<file path="config.mk">
export PLATFORM = sky130hd
export DESIGN_NAME = conn_status_flags
export DESIGN_NICKNAME = d
export VERILOG_FILES = /design/src/rtl/csf_pkg.sv /design/src/rtl/csf_flag_cell.sv /design/src/rtl/csf_break_cause.sv /design/src/rtl/csf_vector_guard.sv /design/src/rtl/conn_status_flags.sv
export SDC_FILE = /design/constraint.sdc
export NUM_CORES = 1
export LEC_CHECK = 0
export CORE_AREA = 2 2 39 41
export CTS_CLUSTER_SIZE = 8
export DETAILED_ROUTE_END_ITERATION = 6
export DIE_AREA = 0 0 41 43
export PLACE_DENSITY = 0.71
export SKIP_CTS_REPAIR_TIMING = 1
export SLEW_MARGIN = 15
export SYNTH_ARGS = -nofsm -noshare
export SYNTH_HDL_FRONTEND = slang
export SYNTH_SLANG_ARGS = --single-unit
</file>
<file path="constraint.sdc">
create_clock -name clk -period 2.2 [get_ports clk]
set_clock_uncertainty 0.05 [all_clocks]
set_input_delay 0.22 -clock clk [delete_from_list [all_inputs] [get_ports clk]]
set_output_delay 0.22 -clock clk [all_outputs]
set_load 0.1 [all_outputs]
</file>
<file path="src/rtl/csf_pkg.sv">
package csf_pkg;
   typedef enum logic [2:0] {
      CAUSE_NONE  = 3'd0,
      CAUSE_START = 3'd1,
      CAUSE_TPC   = 3'd2,
      CAUSE_TNE   = 3'd3,
      CAUSE_QUIET = 3'd4,
      CAUSE_IDLE  = 3'd5,
      CAUSE_HALT  = 3'd6,
      CAUSE_RSVD  = 3'd7
   } cause_e;

   localparam int STATUS_W   = 8;
   localparam int BIT_SIG    = 6;
   localparam int BIT_LINE   = 5;
   localparam int BIT_RXCODE = 4;
   localparam int BIT_TXCODE = 3;
   localparam int CAUSE_LSB  = 0;
   localparam int N_EPHEM    = 3;
endpackage

</file>
<file path="src/rtl/csf_flag_cell.sv">
module csf_flag_cell #(
   parameter bit CLEAR_WINS = 1'b1
) (
   input  logic clk,
   input  logic rst,
   input  logic set_i,
   input  logic clr_i,
   output logic flag_o
);
   logic flag_q;
   logic flag_n;

   generate
      if (CLEAR_WINS) begin : g_clr_first
         always_comb begin
            if (clr_i)      flag_n = 1'b0;
            else if (set_i) flag_n = 1'b1;
            else            flag_n = flag_q;
         end
      end else begin : g_set_first
         always_comb begin
            if (set_i)      flag_n = 1'b1;
            else if (clr_i) flag_n = 1'b0;
            else            flag_n = flag_q;
         end
      end
   endgenerate

   always_ff @(posedge clk) begin
      if (rst) flag_q <= 1'b0;
      else     flag_q <= flag_n;
   end

   assign flag_o = flag_q;
endmodule

</file>
<file path="src/rtl/csf_break_cause.sv">
module csf_break_cause
   import csf_pkg::*;
(
   input  logic   clk,
   input  logic   rst,
   input  logic   enter_i,
   input  logic   start_i,
   input  logic   tpc_exp_i,
   input  logic   tne_exp_i,
   input  logic   quiet_i,
   input  logic   idle_i,
   input  logic   halt_i,
   output cause_e cause_o
);
   cause_e pick;
   logic   any_cause;
   cause_e cause_q;

   // fixed priority: start, timers, then line states
   always_comb begin
      pick = CAUSE_NONE;
      if      (start_i)   pick = CAUSE_START;
      else if (tpc_exp_i) pick = CAUSE_TPC;
      else if (tne_exp_i) pick = CAUSE_TNE;
      else if (quiet_i)   pick = CAUSE_QUIET;
      else if (idle_i)    pick = CAUSE_IDLE;
      else if (halt_i)    pick = CAUSE_HALT;
   end

   assign any_cause = (pick != CAUSE_NONE);

   always_ff @(posedge clk) begin
      if (rst)                        cause_q <= CAUSE_NONE;
      else if (enter_i && any_cause)  cause_q <= pick;
   end

   assign cause_o = cause_q;
endmodule

</file>
<file path="src/rtl/csf_vector_guard.sv">
module csf_vector_guard (
   input  logic clk,
   input  logic rst,
   input  logic xv_wr_i,
   input  logic vlen_wr_i,
   input  logic vec_sent_i,
   output logic sig_o,
   output logic err_o
);
   logic sig_q;
   logic sig_n;
   logic err_q;
   logic refused;
   logic xv_accept;

   assign refused   = sig_q && (xv_wr_i || vlen_wr_i);
   assign xv_accept = xv_wr_i && !sig_q;

   always_comb begin
      if (xv_accept)       sig_n = 1'b1;
      else if (vec_sent_i) sig_n = 1'b0;
      else                 sig_n = sig_q;
   end

   always_ff @(posedge clk) begin
      if (rst) begin
         sig_q <= 1'b0;
         err_q <= 1'b0;
      end else begin
         sig_q <= sig_n;
         err_q <= refused;
      end
   end

   assign sig_o = sig_q;
   assign err_o = err_q;
endmodule

</file>
<file path="src/rtl/conn_status_flags.sv">
module conn_status_flags
   import csf_pkg::*;
#(
   parameter int       STATE_W    = 4,
   parameter int       BREAK_CODE = 1,
   parameter bit       CLEAR_WINS = 1'b1
) (
   input  logic               clk,
   input  logic               rst,
   input  logic [STATE_W-1:0] state_i,
   input  logic               state_chg_i,
   input  logic               start_i,
   input  logic               tpc_exp_i,
   input  logic               tne_exp_i,
   input  logic               quiet_i,
   input  logic               idle_i,
   input  logic               halt_i,
   input  logic               line_seen_i,
   input  logic               tx_code_start_i,
   input  logic               rx_code_start_i,
   input  logic               xv_wr_i,
   input  logic               vlen_wr_i,
   input  logic               vec_sent_i,
   output logic [7:0]         status_o,
   output logic               vec_wr_blocked_o,
   output logic               vec_wr_err_o
);
   localparam int STATE_MAX = (1 << STATE_W) - 1;

   initial begin
      if (STATE_W < 1 || STATE_W > 16)
         $error("conn_status_flags: STATE_W out of range");
      if (BREAK_CODE < 0 || BREAK_CODE > STATE_MAX)
         $error("conn_status_flags: BREAK_CODE does not fit STATE_W");
   end

   logic                 enter_break;
   cause_e               cause;
   logic                 sig;
   logic [N_EPHEM-1:0]   ephem_set;
   logic [N_EPHEM-1:0]   ephem_q;

   assign enter_break = state_chg_i && (state_i == STATE_W'(BREAK_CODE));

   csf_break_cause u_cause (
      .clk       (clk),
      .rst       (rst),
      .enter_i   (enter_break),
      .start_i   (start_i),
      .tpc_exp_i (tpc_exp_i),
      .tne_exp_i (tne_exp_i),
      .quiet_i   (quiet_i),
      .idle_i    (idle_i),
      .halt_i    (halt_i),
      .cause_o   (cause)
   );

   // index 0: tx code, 1: rx code, 2: line state
   assign ephem_set = {line_seen_i, rx_code_start_i, tx_code_start_i};

   generate
      for (genvar g = 0; g < N_EPHEM; g++) begin : g_ephem
         csf_flag_cell #(.CLEAR_WINS(CLEAR_WINS)) u_flag (
            .clk    (clk),
            .rst    (rst),
            .set_i  (ephem_set[g]),
            .clr_i  (state_chg_i),
            .flag_o (ephem_q[g])
         );
      end
   endgenerate

   csf_vector_guard u_vec (
      .clk        (clk),
      .rst        (rst),
      .xv_wr_i    (xv_wr_i),
      .vlen_wr_i  (vlen_wr_i),
      .vec_sent_i (vec_sent_i),
      .sig_o      (sig),
      .err_o      (vec_wr_err_o)
   );

   always_comb begin
      status_o                       = '0;
      status_o[CAUSE_LSB +: 3]       = cause;
      status_o[BIT_TXCODE]           = ephem_q[0];
      status_o[BIT_RXCODE]           = ephem_q[1];
      status_o[BIT_LINE]             = ephem_q[2];
      status_o[BIT_SIG]              = sig;
   end

   assign vec_wr_blocked_o = sig;
endmodule

</file>
==> Word-level counts from Yosys, hierarchy flattened <==
Cells that the tools add are included.
{ "word_totals": {"register_bits": 8, "in_bits": 19, "output_inout_bits": 10, "elab_cells": 24} }
{ "classes": {"eq_ne": 1, "n_mux": 8, "reduce_logical": 9} }
{ "ops": {"columns": ["operator", "n"], "rows": [
  ["2-to-1 mux 3 bit", 6],
  ["== test 4 x 1 -> 1 bit, second input constant", 1],
  ["logical AND 1 bit", 4],
  ["nonzero test 3 bit", 1],
  ["2-to-1 mux 1 bit", 2],
  ["nonzero test 2 bit", 1],
  ["OR reduction 2 bit", 1],
  ["zero test 1 bit", 1],
  ["logical OR 1 bit", 1]
]} }

==> Longest topological paths before layout <==
Gate-level depths: netlist of the first run.
{ "depth": {"word_depth": 8, "ltp_mapped": 4, "depth_no_buf": 4} }

==> Hierarchy <==
A second synthesis of the first run with hierarchy kept.
{ "unflattened": {"cells_unflattened": 41, "hier_area_um2": 371.6} }
{ "modules_own_cells": {"columns": ["mod", "instances", "cells_per_inst", "area_each_um2", "seq_area_each_um2"], "rows": [
  ["csf_break_cause", 1, 21, 172.7, 60.1],
  ["csf_flag_cell", 3, 3, 33.8, 20.0],
  ["csf_vector_guard", 1, 6, 62.6, 40.0],
  ["conn_status_flags", 1, 5, 35.0, 0.0]
]} }

==> Least setup slack after synthesis of the first run <==
Ideal clock, no wire load.
{ "synth_path": {"path_kind": "reg2out", "from": "register u_vec.sig_q, in the netlist u_vec.sig_o", "to": "output port status_o[6]", "t_arrival_ns": 1.402, "t_required_ns": 1.930, "path_slack_ns": 0.528, "path_stages_with_launch": 2, "n_path_buf": 1, "cell_sequence": "dfxtp_1 > buf_4"} }
{ "synth_rtl": {"columns": ["item", "line_no", "text"], "rows": [
  ["start: declaration", "csf_vector_guard.sv:10", "logic sig_q;"],
  ["start signal: assignment", "csf_vector_guard.sv:30", "sig_q <= sig_n;"],
  ["end: declaration", "conn_status_flags.sv:24", "output logic [7:0] status_o,"]
]} }
No word-level cell between the ends.

==> Final worst setup path of the first run <==
{ "layout_path": {"from": "input port state_chg_i", "to": "register u_cause.cause_q[0], in the netlist u_cause.cause_o[0]"} }
{ "layout_between": {"elab_chain_len": 2} }
{ "layout_lines": {"columns": ["item", "line_no", "text"], "rows": [
  ["start: declaration", "conn_status_flags.sv:11", "input logic state_chg_i,"],
  ["logical AND 1 bit", "conn_status_flags.sv:43", "assign enter_break = state_chg_i && (state_i == STATE_W'(BREAK_CODE));"],
  ["logical AND 1 bit", "csf_break_cause.sv:34", "else if (enter_i && any_cause) cause_q <= pick;"],
  ["end signal: assignment", "csf_break_cause.sv:34", null],
  ["end: declaration", "csf_break_cause.sv:17", "cause_e cause_q;"]
]} }
No other way between the ends.
A chain may end at the register's enable or synchronous reset.

==> results.ini, run 1 <==
[cts]
clk_pin_slew_worst_paths_ns=0.05
root_buffer=clkbuf_4
clockBufferDepth=2
cts_buffers=3
cts_tree=yes
cts_max_level=1
clk_latency_ns=0.25
numClockSinks=8

[floorplan]
die_w_um=41
rows=14
fp.coreArea_um2=1380
dieArea_um2=1760
initial_core_util_pct=28.0
ios=29
die_height_um=43

[synthesis]
synthesis.nets=66
syn_area_um2=388
synth_ff_type=dfxtp_1
synth_edf_count=0
synth_top_area_cell=dfxtp_1
ys_ff_latch=8
yosysWarnings=0
async_reset_ff_share_pct=0
yosys-top-cells-area=dfxtp_1 (41%), buf_4 (9.7%), nor3_1 (9.0%)
synth_top_area_share_pct=41.3
seq_area_frac_synth_pct=41.3
netlist_instances=47
synth.distinct_cells=17
synthTopCellsByCount=dfxtp_1 (8), nor2_1 (7), nor3_1 (7)
synth_most_common_cell=dfxtp_1
avgSynthCellArea_um2=8.25

[timing]
rsz0062_at_grt=false
setup_viol=0
fin_crit_sh_pct=70.7
final.min_clock_period_ns=1.56
max_freq_mhz=643
setup_tns_ns=0
maxSlewViolCount=0
finalHoldViolations=0
fin_ws_ns=0.644

[grt]
grt_pass1_vias=354
overflow=0
antenna_found_initial=0
grt_pass1_wl_um=1240
grt_usage_pct=10.4
grt_max_degree=9

[cells_and_area]
multi_input_area_um2=179
seqCellArea_um2=160
drive_gt1_share_pct=18.3
insertedDiodeCount=0
final_area_um2=629
fin_nets=92
area_delta_synth_final_pct=62.3
nFillCells=135

[outcome]
status=finished clean

[min_path]
hold_class=reg -> reg

[power_and_ir_drop]
p_comb_share_pct=32.2
leakage_nw=0.245
p_int_mw=0.258
power_frac_seq_pct=39.7
powerDensity_nw_per_um2=619
p_total_mw=0.389
p_switching_mw=0.131
clockPowerShare_pct=28.0
swShare_pct=33.6
ir_drop_mv=0.137

[job]
maxCapViolations=0

[drt]
drtPass1Iterations=2
drt-total-wl_um=815
drc=0
drtIter0Drc=3
ant_nets=0
via_count=398
post_drt_via_cell_ratio=4.57
post_drt_wl_per_cell_um=9.37

[setup_path]
start_kind=input pin
crit_type=in -> reg
crit_arrival_ns=1.69
crit_fanout=5
critPathCaptureType=flop
cp.required_ns=2.33
rrSetupSlack_ns=1.48

[placement]
placed_cell_area_um2=607
portBuffers=27
gp_congestion=0.650
dp_hpwl_um=683
dp_slack_ns=0.384

==> power groups by stage <==
stage                     clock, mW  combinational, mW  sequential, mW
final                         0.109              0.125           0.155
after floorplan                   0             0.0613           0.181
after detailed placement          0              0.126           0.158
after global routing          0.123              0.132           0.156
after CTS                     0.117              0.126           0.155
after global placement            0              0.126           0.158
==> stage by stage <==
| step | hold WS [ns] | cells | utilization [%] |
|---|---|---|---|
| finish | 0.432 | 87 | 45.5 |
| global placement | 0.414 | 84 | 43.9 |
| floorplan | 0.249 | 47 | - |
| global route | 0.471 | 87 | 45.5 |
| detailed placement | 0.430 | 84 | 43.9 |
| CTS | 0.437 | 87 | 45.5 |
==> per-layer routing <==
metal / up-vias / wire length [um] / global-route usage, %
met4: 0 / 0 / 10.0
met5: - / 0 / 0
met3: 0 / 100 / 2.09
met1: 171 / 315 / 9.62
li1: 207 / - / -
met2: 20 / 399 / 17.2
==> path summary, 6_finish.rpt <==
| check | start | to | depth (start not counted) |
|---|---|---|---|
| setup / recovery | state_chg_i | u_cause.cause_o[0]$_SDFFE_PP0P_ | 5 |
| setup reg to reg | u_vec.sig_o$_SDFFE_PP0P_ | u_vec.sig_o$_SDFFE_PP0P_ | 2 |
| hold reg to reg | u_cause.cause_o[0]$_SDFFE_PP0P_ | u_cause.cause_o[0]$_SDFFE_PP0P_ | 2 |
| hold / removal | u_cause.cause_o[0]$_SDFFE_PP0P_ | u_cause.cause_o[0]$_SDFFE_PP0P_ | 2 |
==> worst max-delay path: stages <==
cell and delay (ns):
clkdlybuf4s50_1 0.53, nand3b_1 0.11, or3_4 0.36, or3_1 0.35, a21oi_1 0.12
==> logic make-up after synthesis <==
kind of cell / synth area share [%]
AOI/OAI and AO/OA: 9.35
buffers and inverters: 12.6
and+or+nand+nor: 35.8
other: 0.967
DFF: 41.3
==> layout by cell type (no fill, tap or decap) <==
cell             count
or3_1                3
a21oi_1              2
o21ai_0              1
nand2_1              2
buf_4                9
a31oi_1              1
dfxtp_1              8
nand3_1              1
a211oi_1             2
or3_4                1
nor2b_1              2
nor3_1               7
clkbuf_4             3
nor3b_1              2
nand3b_1             1
conb_1               1
nor2_1               7
clkdlybuf4s50_1     18
==> flip-flops by register name, indices dropped and copies added (netlist names) <==
signal                 count
u_vec.sig_o                1
u_cause.cause_o            3
u_vec.err_o                1
g_ephem.u_flag.flag_o      3
==> final cells by class <==
class | count | area share (%)
Multi-Input combinational cell | 33 | 28.4
Sequential cell | 8 | 25.4
Clock buffer | 3 | 3.58
Timing Repair Buffer | 27 | 39.4
Tap cell | 16 | 3.18
Note: power is estimated with default switching activity, not from simulation.
==> run 2: changes to the inputs <==
- CORE_AREA: 2 2 39 41 -> default
- CORE_MARGIN: default -> 2
- CORE_UTILIZATION: default -> 28
- DIE_AREA: 0 0 41 43 -> default
- clock period: 2.2 -> 1.3 ns (I/O delays scaled with it)
==> run 2 against run 1 <==
Against the previous run: non-clock buffer count is 3 higher; count of clock-buffer cells in the layout unchanged; cell count up 2.3%; first-iteration DRC count up 67%; register-to-register slack lost 0.96 ns; critical path type unchanged; largest cell class unchanged; largest power group unchanged.
==> results.ini, run 2 (same netlist as run 1, synthesis figures left out) <==
[drt]
post_drt_wl_per_cell_um=11.3
drt-total-wl_um=1000
drtPass1Iterations=5
drtIter0Drc=5
via_count=436
drc=0
post_drt_via_cell_ratio=4.90
ant_nets=0

[floorplan]
dieArea_um2=1700
die_height_um=41.2
rows=13
ios=29
die_w_um=41.2
fp.coreArea_um2=1300
initial_core_util_pct=29.8

[min_path]
holdPathEnd=g_ephem[2].u_flag.flag_o$_SDFFE_PP0P_
worstHoldPathCells=3
hold_path_startpoint=state_chg_i
hold_class=in -> reg

[outcome]
status=finished clean

[power_and_ir_drop]
leakage_nw=0.350
powerDensity_nw_per_um2=875
p_total_mw=0.703
ir_drop_mv=0.466

[cts]
numClockSinks=8
cts_buffers=3
clk_pin_slew_worst_paths_ns=0.05
clk_latency_ns=0.24
root_buffer=clkbuf_4
cts_tree=yes
cts_max_level=1
clockBufferDepth=2

[cells_and_area]
fin_nets=95
post-route-util_pct=61.7
nFillCells=129
final_cell_mix=clkdlybuf4s50_1 (12), buf_12 (9), nor3_1 (7), nor2_1 (7), dlymetal6s2s_1 (6)
insertedDiodeCount=0
drive_gt1_share_pct=32.4
final_area_um2=803
fin_cells=89
final_common_cell=clkdlybuf4s50_1
area_delta_synth_final_pct=107
multi_input_area_um2=200
seqCellArea_um2=164

[setup_path]
start_kind=input pin
r2r-start=u_vec.sig_o$_SDFFE_PP0P_
reg2reg_depth=2
crit_family=simple AND/OR/NAND/NOR gates
rrSetupSlack_ns=0.52
crit_arrival_ns=1.39
crit_fanout=3
critPathMaxStageDelay_ns=0.46
critPathCaptureType=flop
cp_slowest_cell=clkdlybuf4s50_1
cp_cell_sequence=clkdlybuf4s50_1 > or3_4 > nor2b_2 > o21ai_0 > a21oi_2
worstSetupPathDepth=5
path_buf_inv=1
crit_type=in -> reg
r2r-end=u_vec.sig_o$_SDFFE_PP0P_
cp.required_ns=1.42

[placement]
dpl.cell_count=85
portBuffers=27
placed_cell_area_um2=737
dp_slack_ns=-0.418
gp_congestion=0.757
dp_hpwl_um=795

[job]
maxCapViolations=0

[timing]
fin_crit_sh_pct=97.8
finalHoldViolations=0
setup_viol=0
final.min_clock_period_ns=1.27
maxSlewViolCount=0
max_freq_mhz=786
fin_ws_ns=0.0283

[grt]
overflow=0
antenna_found_initial=0
grt_pass1_wl_um=1370
grt_pass1_vias=380
grt_max_degree=9
grt_usage_pct=13.0

==> run 2: cell types whose count changed in the layout (fill, tap and decap cells not counted), moves of 3 or more <==
cell / delta
buf_12: +9
buf_4: -6
clkdlybuf4s50_1: -6
dlymetal6s2s_1: +6
dfxtp_1: -3
dfxtp_2: +3
==> run 2: cell type report <==
type | instances | area share, %
timing repair buffer | 30 | 49.5
multi-input combinational | 33 | 24.9
sequential | 8 | 20.4
clock buffer | 3 | 2.80
tap | 15 | 2.34
==> run 2: worst max path at each step <==
stage,start,to,slack (ns)
after floorplan,u_cause.cause_o[2]$_SDFFE_PP0P_,u_cause.cause_o[2]$_SDFFE_PP0P_,0.04
after global placement,state_chg_i,u_cause.cause_o[1]$_SDFFE_PP0P_,-0.36
after detailed placement,state_chg_i,u_cause.cause_o[1]$_SDFFE_PP0P_,-0.42
after CTS,state_chg_i,u_cause.cause_o[1]$_SDFFE_PP0P_,-0.16
after global routing,quiet_i,u_cause.cause_o[0]$_SDFFE_PP0P_,-0.02
final,quiet_i,u_cause.cause_o[0]$_SDFFE_PP0P_,0.03
==> run 2: through the flow <==
stage / setup TNS (ns) / hold WS (ns)
5_1_grt: -0.0193 / 0.158
3_5_place_dp: -0.958 / 0.452
4_1_cts: -0.323 / 0.378
6_report: 0 / 0.152
2_1_floorplan: 0 / 0.159
3_3_place_gp: -0.835 / 0.439
==> run 2: report_power, final <==
| group | total (mW) | switching (mW) | internal (mW) |
|---|---|---|---|
| Clock | 0.181 | 0.0760 | 0.105 |
| Sequential | 0.270 | 0.0134 | 0.257 |
| Combinational | 0.252 | 0.141 | 0.111 |
==> run 2: layer usage <==
metal  global-route usage (%)  routed length (um)  vias up  share of wire [%]
met5                        0                   0        -                  0
met4                     9.68                   6        0               0.60
met3                     4.89                  77        2                7.7
met2                     21.9                 512       21                 51
met1                     12.9                 405      200                 40
li1                         -                   -      213                  -
==> run 2: worst min-delay path: cells and delay by family <==
| kind | cells | cell delay, ns |
|---|---|---|
| buffers and inverters | 2 | 0.24 |
| AND/OR/NAND/NOR | 1 | 0.04 |
==> run 3: changes to the inputs <==
- SLEW_MARGIN: 15 -> 25
==> results of run 3 <==
No change in the layout: final DEF, timing and power equal those of run 2.
